===== src/rtl/inl_corr_pkg.sv =====
`timescale 1ns/1ps
package inl_corr_pkg;
    localparam int DEF_CODE_W      = 14;
    localparam int DEF_COEF_W      = 20;
    localparam int DEF_FRAC_W      = 12;
    localparam int DEF_CORR_FRAC_W = 3;
    localparam int DEF_CORR_W      = 6;
    localparam int N_COEF          = 4;

    // Slot order of the coefficient bank: constant term first.
    typedef enum logic [1:0] {
        SLOT_C0 = 2'd0,
        SLOT_C1 = 2'd1,
        SLOT_C2 = 2'd2,
        SLOT_C3 = 2'd3
    } coef_slot_e;
endpackage


===== src/rtl/inl_coef_bank.sv =====
`timescale 1ns/1ps
module inl_coef_bank
    import inl_corr_pkg::*;
#(
    parameter int COEF_W = DEF_COEF_W
) (
    input  logic                           clk,
    input  logic                           rst_n,
    input  logic                           wr_i,
    input  logic [1:0]                     sel_i,
    input  logic [COEF_W-1:0]              data_i,
    input  logic                           commit_i,
    output logic [N_COEF-1:0][COEF_W-1:0]  active_o
);
    typedef struct packed {
        logic [N_COEF-1:0][COEF_W-1:0] shadow;
        logic [N_COEF-1:0][COEF_W-1:0] active;
    } bank_t;

    bank_t      bank_d, bank_q;
    coef_slot_e slot_w;

    assign slot_w = coef_slot_e'(sel_i);

    always_comb begin
        bank_d = bank_q;
        // commit takes the shadow as it was before this edge's write
        if (commit_i) begin
            bank_d.active = bank_q.shadow;
        end
        if (wr_i) begin
            bank_d.shadow[slot_w] = data_i;
        end
    end

    always_ff @(posedge clk) begin
        if (!rst_n) begin
            bank_q <= '0;
        end else begin
            bank_q <= bank_d;
        end
    end

    assign active_o = bank_q.active;

    AST_ACTIVE_HOLD: assert property (@(posedge clk) disable iff (!rst_n)
        !$past(commit_i) |-> $stable(active_o));
    AST_COMMIT_COPY: assert property (@(posedge clk) disable iff (!rst_n)
        $past(commit_i) |-> (active_o == $past(bank_q.shadow)));
endmodule


===== src/rtl/inl_horner_step.sv =====
`timescale 1ns/1ps
module inl_horner_step
    import inl_corr_pkg::*;
#(
    parameter int CODE_W  = DEF_CODE_W,
    parameter int COEF_W  = DEF_COEF_W,
    parameter int ACC_W   = DEF_COEF_W + 2,
    parameter int ADD_IDX = 2
) (
    input  logic                           clk,
    input  logic                           rst_n,
    input  logic                           in_valid_i,
    input  logic                           in_bypass_i,
    input  logic [CODE_W-1:0]              in_code_i,
    input  logic signed [ACC_W-1:0]        in_acc_i,
    input  logic [N_COEF-1:0][COEF_W-1:0]  in_coefs_i,
    output logic                           out_valid_o,
    output logic                           out_bypass_o,
    output logic [CODE_W-1:0]              out_code_o,
    output logic signed [ACC_W-1:0]        out_acc_o,
    output logic [N_COEF-1:0][COEF_W-1:0]  out_coefs_o
);
    localparam int PROD_W = ACC_W + CODE_W + 1;
    localparam int TERMS  = N_COEF - ADD_IDX;
    localparam logic signed [ACC_W:0] BOUND = (ACC_W+1)'(TERMS * (2 ** (COEF_W - 1)));

    typedef struct packed {
        logic                          valid;
        logic                          bypass;
        logic [CODE_W-1:0]             code;
        logic signed [ACC_W-1:0]       acc;
        logic [N_COEF-1:0][COEF_W-1:0] coefs;
    } step_t;

    step_t                    st_d, st_q;
    logic signed [PROD_W-1:0] prod_w;
    logic signed [PROD_W-1:0] scaled_w;
    logic signed [ACC_W-1:0]  addend_w;

    always_comb begin
        prod_w   = in_acc_i * $signed({1'b0, in_code_i});
        scaled_w = prod_w >>> CODE_W;
        addend_w = ACC_W'($signed(in_coefs_i[ADD_IDX]));
        st_d.valid  = in_valid_i;
        st_d.bypass = in_bypass_i;
        st_d.code   = in_code_i;
        st_d.acc    = scaled_w[ACC_W-1:0] + addend_w;
        st_d.coefs  = in_coefs_i;
    end

    always_ff @(posedge clk) begin
        if (!rst_n) begin
            st_q <= '0;
        end else begin
            st_q <= st_d;
        end
    end

    assign out_valid_o  = st_q.valid;
    assign out_bypass_o = st_q.bypass;
    assign out_code_o   = st_q.code;
    assign out_acc_o    = st_q.acc;
    assign out_coefs_o  = st_q.coefs;

    AST_NO_OVERFLOW: assert property (@(posedge clk) disable iff (!rst_n)
        out_valid_o |-> (($signed(out_acc_o) <= BOUND) && ($signed(out_acc_o) >= -BOUND)));
endmodule


===== src/rtl/inl_quantizer.sv =====
`timescale 1ns/1ps
module inl_quantizer
    import inl_corr_pkg::*;
#(
    parameter int CODE_W      = DEF_CODE_W,
    parameter int ACC_W       = DEF_COEF_W + 2,
    parameter int FRAC_W      = DEF_FRAC_W,
    parameter int CORR_FRAC_W = DEF_CORR_FRAC_W,
    parameter int CORR_W      = DEF_CORR_W
) (
    input  logic                    clk,
    input  logic                    rst_n,
    input  logic                    in_valid_i,
    input  logic                    in_bypass_i,
    input  logic [CODE_W-1:0]       in_code_i,
    input  logic signed [ACC_W-1:0] in_acc_i,
    output logic                    valid_o,
    output logic [CODE_W-1:0]       code_o,
    output logic [CORR_W-1:0]       corr_o
);
    localparam int SHIFT = FRAC_W - CORR_FRAC_W;
    localparam int WIDE  = ACC_W + 2;
    localparam logic signed [WIDE-1:0] HALF = WIDE'(2 ** (SHIFT - 1));
    localparam logic signed [WIDE-1:0] HI   = WIDE'(2 ** (CORR_W - 1) - 1);
    localparam logic signed [WIDE-1:0] LO   = WIDE'(-(2 ** (CORR_W - 1)));

    typedef struct packed {
        logic              valid;
        logic [CODE_W-1:0] code;
        logic [CORR_W-1:0] corr;
    } out_t;

    out_t                   out_d, out_q;
    logic signed [WIDE-1:0] neg_w;
    logic signed [WIDE-1:0] rnd_w;
    logic [CORR_W-1:0]      sat_w;

    always_comb begin
        neg_w = HALF - WIDE'(in_acc_i);
        rnd_w = neg_w >>> SHIFT;
        if (rnd_w > HI) begin
            sat_w = HI[CORR_W-1:0];
        end else if (rnd_w < LO) begin
            sat_w = LO[CORR_W-1:0];
        end else begin
            sat_w = rnd_w[CORR_W-1:0];
        end

        out_d       = out_q;
        out_d.valid = in_valid_i;
        if (in_valid_i) begin
            out_d.code = in_code_i;
            out_d.corr = in_bypass_i ? '0 : sat_w;
        end
    end

    always_ff @(posedge clk) begin
        if (!rst_n) begin
            out_q <= '0;
        end else begin
            out_q <= out_d;
        end
    end

    assign valid_o = out_q.valid;
    assign code_o  = out_q.code;
    assign corr_o  = out_q.corr;

    AST_BYPASS_ZERO: assert property (@(posedge clk) disable iff (!rst_n)
        $past(in_valid_i && in_bypass_i) |-> (corr_o == '0));
    AST_SAT_HIGH: assert property (@(posedge clk) disable iff (!rst_n)
        $past(in_valid_i && !in_bypass_i && (rnd_w > HI)) |-> (corr_o == HI[CORR_W-1:0]));
    AST_SAT_LOW: assert property (@(posedge clk) disable iff (!rst_n)
        $past(in_valid_i && !in_bypass_i && (rnd_w < LO)) |-> (corr_o == LO[CORR_W-1:0]));
endmodule


===== src/rtl/inl_cubic_corrector.sv =====
`timescale 1ns/1ps
module inl_cubic_corrector
    import inl_corr_pkg::*;
#(
    parameter int CODE_W      = DEF_CODE_W,
    parameter int COEF_W      = DEF_COEF_W,
    parameter int FRAC_W      = DEF_FRAC_W,
    parameter int CORR_FRAC_W = DEF_CORR_FRAC_W,
    parameter int CORR_W      = DEF_CORR_W
) (
    input  logic              clk,
    input  logic              rst_n,
    input  logic              coef_wr_i,
    input  logic [1:0]        coef_sel_i,
    input  logic [COEF_W-1:0] coef_data_i,
    input  logic              coef_commit_i,
    input  logic              bypass_i,
    input  logic              in_valid_i,
    input  logic [CODE_W-1:0] in_code_i,
    output logic              out_valid_o,
    output logic [CODE_W-1:0] out_code_o,
    output logic [CORR_W-1:0] corr_o
);
    localparam int ACC_W   = COEF_W + 2;
    localparam int N_STEPS = N_COEF - 1;
    localparam int LAT     = N_STEPS + 2;

    typedef struct packed {
        logic                          valid;
        logic                          bypass;
        logic [CODE_W-1:0]             code;
        logic signed [ACC_W-1:0]       acc;
        logic [N_COEF-1:0][COEF_W-1:0] coefs;
    } entry_t;

    logic [N_COEF-1:0][COEF_W-1:0] active_w;
    entry_t                        ent_d, ent_q;

    logic                          pv [N_STEPS+1];
    logic                          pb [N_STEPS+1];
    logic [CODE_W-1:0]             pc [N_STEPS+1];
    logic signed [ACC_W-1:0]       pa [N_STEPS+1];
    logic [N_COEF-1:0][COEF_W-1:0] pk [N_STEPS+1];

    inl_coef_bank #(
        .COEF_W (COEF_W)
    ) bank_i (
        .clk      (clk),
        .rst_n    (rst_n),
        .wr_i     (coef_wr_i),
        .sel_i    (coef_sel_i),
        .data_i   (coef_data_i),
        .commit_i (coef_commit_i),
        .active_o (active_w)
    );

    // Entry stage: snapshot the whole active set with the sample.
    always_comb begin
        ent_d.valid  = in_valid_i;
        ent_d.bypass = bypass_i;
        ent_d.code   = in_code_i;
        ent_d.acc    = ACC_W'($signed(active_w[N_COEF-1]));
        ent_d.coefs  = active_w;
    end

    always_ff @(posedge clk) begin
        if (!rst_n) begin
            ent_q <= '0;
        end else begin
            ent_q <= ent_d;
        end
    end

    assign pv[0] = ent_q.valid;
    assign pb[0] = ent_q.bypass;
    assign pc[0] = ent_q.code;
    assign pa[0] = ent_q.acc;
    assign pk[0] = ent_q.coefs;

    for (genvar g = 0; g < N_STEPS; g++) begin : g_step
        inl_horner_step #(
            .CODE_W  (CODE_W),
            .COEF_W  (COEF_W),
            .ACC_W   (ACC_W),
            .ADD_IDX (N_STEPS - 1 - g)
        ) step_i (
            .clk          (clk),
            .rst_n        (rst_n),
            .in_valid_i   (pv[g]),
            .in_bypass_i  (pb[g]),
            .in_code_i    (pc[g]),
            .in_acc_i     (pa[g]),
            .in_coefs_i   (pk[g]),
            .out_valid_o  (pv[g+1]),
            .out_bypass_o (pb[g+1]),
            .out_code_o   (pc[g+1]),
            .out_acc_o    (pa[g+1]),
            .out_coefs_o  (pk[g+1])
        );
    end

    inl_quantizer #(
        .CODE_W      (CODE_W),
        .ACC_W       (ACC_W),
        .FRAC_W      (FRAC_W),
        .CORR_FRAC_W (CORR_FRAC_W),
        .CORR_W      (CORR_W)
    ) quant_i (
        .clk         (clk),
        .rst_n       (rst_n),
        .in_valid_i  (pv[N_STEPS]),
        .in_bypass_i (pb[N_STEPS]),
        .in_code_i   (pc[N_STEPS]),
        .in_acc_i    (pa[N_STEPS]),
        .valid_o     (out_valid_o),
        .code_o      (out_code_o),
        .corr_o      (corr_o)
    );

    AST_VALID_LATENCY: assert property (@(posedge clk) disable iff (!rst_n)
        out_valid_o == $past(in_valid_i, 5));
    AST_CODE_ALIGN: assert property (@(posedge clk) disable iff (!rst_n)
        out_valid_o |-> (out_code_o == $past(in_code_i, 5)));
    AST_IDLE_HOLD: assert property (@(posedge clk) disable iff (!rst_n)
        !out_valid_o |-> ($stable(out_code_o) && $stable(corr_o)));

    initial begin
        if (LAT != 5) $display("latency constant differs from 5");
    end
endmodule


===== config.mk =====
export PLATFORM = sky130hd
export DESIGN_NAME = inl_cubic_corrector
export DESIGN_NICKNAME = d
export VERILOG_FILES = /design/src/rtl/inl_corr_pkg.sv /design/src/rtl/inl_coef_bank.sv /design/src/rtl/inl_horner_step.sv /design/src/rtl/inl_quantizer.sv /design/src/rtl/inl_cubic_corrector.sv
export SDC_FILE = /design/constraint.sdc
export NUM_CORES = 2
export LEC_CHECK = 0
export BUFFER_PORTS_ARGS = -buffer_cell sky130_fd_sc_hd__buf_2
export CAP_MARGIN = 0
export CORE_MARGIN = 2
export CORE_UTILIZATION = 30
export CTS_CLUSTER_SIZE = 28
export DETAILED_ROUTE_END_ITERATION = 10
export GPL_TIMING_DRIVEN = 0
export PLACE_DENSITY = 0.52
export SLEW_MARGIN = 40
export SYNTH_ARGS = -nofsm -noshare
export SYNTH_HDL_FRONTEND = slang
export SYNTH_HIERARCHICAL = 1
export SYNTH_SLANG_ARGS = --single-unit

===== constraint.sdc =====
create_clock -name clk -period 9 [get_ports clk]
set_input_delay 0.45 -clock clk [delete_from_list [all_inputs] [get_ports clk]]
set_output_delay 0.45 -clock clk [all_outputs]
set_load 0.01 [all_outputs]

==> reports/qor.csv <==
stage,metric,value,unit
sta,setup_viol,0,
clock_tree,numCtsBuffers,51,
critical_path,r2r-end,g_step[1].step_i/out_acc_o[21]$_SDFF_PN0_,
power,p_total,0.004784,W
job,max_cap_viol_count,0,
cells_and_area,drive_gt1_share,7.923,%
floorplan,fp.dieH,409.0,um
worst_hold_path,hold_class,primary input to flop,
clock_tree,clk_latency,0.65,ns
critical_path,worstSetupEndpointType,flop,
drt,drt_pass1_iterations,5,
synthesis,syn_nets,6358,
critical_path,r2r_slack,0.37,ns
power,leakagePower,27.23,nW
drt,avgRoutedWirePerCell,18.23,um
clock_tree,clock_sinks,451,
drt,viasPerCell,4.485,
clock_tree,cts_tree,built,
synthesis,yosysWarnings,6,
drt,initialDrtViolationCount,1769,
global_route,grt_first_pass_wirelength,213200,um
critical_path,crit_slowest_cell,dfxtp_1,
global_route,grt_pass1_vias,35530,
floorplan,die_w,409.0,um
sta,fin_skew,0.07411,ns
cells_and_area,nets,6485,
floorplan,io_pins,63,
critical_path,worst_r2r_path_depth,33,
global_route,grt_max_degree,21,
critical_path,critPathRequiredTime,9.52,ns
cells_and_area,syn_to_final_growth,10.38,%
clock_tree,root_buffer,clkbuf_16,
power,peakVddDrop,0.1513,mV
drt,wirelength,136300,um
sta,finalHoldViolCount,0,
global_route,grt_overflow,0,
placement,dp_slack,-0.3563,ns
global_route,track_usage,16.53,%
clock_tree,clock_path_buffers,3,
critical_path,crit_path_end,g_step[1].step_i/out_acc_o[21]$_SDFF_PN0_,
placement,port_buffers,61,
critical_path,crit_fanout,10,
drt,ant_nets,0,
cells_and_area,post-route-util,33.36,%
run_status,status,completed,
synthesis,syn_area,49200,um^2
drt,drc_errors,0,
placement,placed_cells,7373,
placement,place.gp.congestion,0.8819,
sta,worst_slack,0.3724,ns
power,powerDensity,88.10,nW/um^2
critical_path,arrival,9.15,ns
sta,drv_slew,0,
critical_path,crit_start,g_step[0].step_i/out_code_o[8]$_SDFF_PN0_,
floorplan,die_area,167200,um^2
critical_path,critical_path_class,flop to flop,
drt,via_count,33540,
floorplan,initial_core_util,30.22,%
sta,worst_pin_slew,0.7931,ns
critical_path,critical_path.max_stage_delay,0.60,ns
sta,slew_headroom,47.13,%
critical_path,start_kind,flop,
sta,min_period_over_period,95.86,%
sta,clock.fmax,115.9,MHz
clock_tree,path_clk_slew,0.06,ns
critical_path,cp_common_cell,fa_1,
placement,dp_hpwl,112300,um
sta,period_minus_slack,8.628,ns
clock_tree,cts_max_level,2,
floorplan,rows,148,
global_route,antenna_found_initial,10,
synthesis,syn_area_per_cell,9.577,um^2
critical_path,rr_startpoint,g_step[0].step_i/out_code_o[8]$_SDFF_PN0_,
synthesis,syn_inst,5137,
floorplan,core_area,162800,um^2
cells_and_area,fin_cells,7479,
==> registers in the layout, summed over array words and instances (netlist names), 3 cells and up <==
register and flops:
bank_i/active_o 80, quant_i/code_o 14, g_step.step_i/out_code_o 42, g_step.step_i/out_coefs_o 60, bank_i/bank_q 80, quant_i/corr_o 6
g_step.step_i/out_valid_o 3, g_step.step_i/out_acc_o 66, g_step.step_i/out_bypass_o 3, ent_q 96
==> how the worst min path moves through the flow <==
stage,startpoint,to,slack (ns),cells past startpoint
5_1_grt,in_code_i[13],ent_q[115]$_SDFF_PN0_,0.05,2
3_3_place_gp,g_step[1].step_i/out_valid_o$_SDFF_PN0_,g_step[2].step_i/out_valid_o$_SDFF_PN0_,0.42,1
4_1_cts,in_code_i[13],ent_q[115]$_SDFF_PN0_,0.01,2
6_report,in_code_i[13],ent_q[115]$_SDFF_PN0_,0.06,2
3_5_place_dp,g_step[1].step_i/out_bypass_o$_SDFF_PN0_,g_step[2].step_i/out_bypass_o$_SDFF_PN0_,0.42,1
2_1_floorplan,ent_q[116]$_SDFF_PN0_,g_step[0].step_i/out_bypass_o$_SDFF_PN0_,0.41,1
==> final cells by class <==
class	instances	area, um^2
Inverter	909	3412
Buffer	306	1720
Multi-Input combinational cell	3471	35250
Fill cell	16830	108500
Clock buffer	77	1504
Timing Repair Buffer	74	432.9
Clock inverter	13	202.7
Antenna cell	3	7.507
Tap cell	2175	2721
Sequential cell	451	9051
==> metrics by stage <==
| step | instance area [um^2] | setup TNS (ns) | hold WS (ns) |
|---|---|---|---|
| finish | 54300 | 0 | 0.06101 |
| CTS | 54090 | 0 | 0.01092 |
| floorplan | 49200 | 0 | 0.4119 |
| global placement | 52220 | -1.249 | 0.4184 |
| global route | 54300 | -0.01015 | 0.04831 |
| detailed placement | 52230 | -1.276 | 0.4177 |
==> report_power, final <==
part / leakage, nW / switching [W] / internal, W
Sequential: 3.66 / 0.0000619 / 0.00204
Clock: 0.824 / 0.000870 / 0.00122
Combinational: 22.8 / 0.000373 / 0.000219
==> metal layers <==
metal | GRT usage (%) | wire length, um
met1 | 22.60 | 61270
met2 | 27.79 | 65190
met5 | 0 | 0
met3 | 2.155 | 6891
met4 | 3.550 | 2978
==> repair_timing <==
action | in CTS | in global routing
buffers inserted | 0 | 1
cloned | 0 | 0
hold buffers | 12 | 0
endpoints found under the setup margin | 8 | 20
endpoints found under the hold margin | 12 | 0
resized for setup | 19 | 221
pin swaps | 0 | 3
==> cells in the final DEF, fill, tap and decap left out, drive strengths merged, types with 10 or more instances in the layout <==
cell           n
inv          908
fa           858
and2         794
nand2        522
dfxtp        451
ha           321
clkbuf       252
buf          193
mux2i        175
nor2b        117
nor2          84
a21oi         84
xnor2         82
o21ai         61
a21o          43
nor3          38
xor2          35
nand3         27
o21a          24
nand2b        21
a211oi        19
a31oi         15
nand4         14
and3          13
dlygate4sd3   12
or3           11
nor3b         10
clkinv        10
==> worst max-delay path: cells and delay by family (launching register included) <==
family | cells | cell delay (ns)
compound gates | 8 | 1.65
buf+inv | 7 | 0.90
simple gates | 8 | 1.34
flops | 1 | 0.60
fa+ha+maj | 8 | 3.47
xor+xnor | 2 | 0.55
Note: power is estimated with default switching activity, not from simulation.
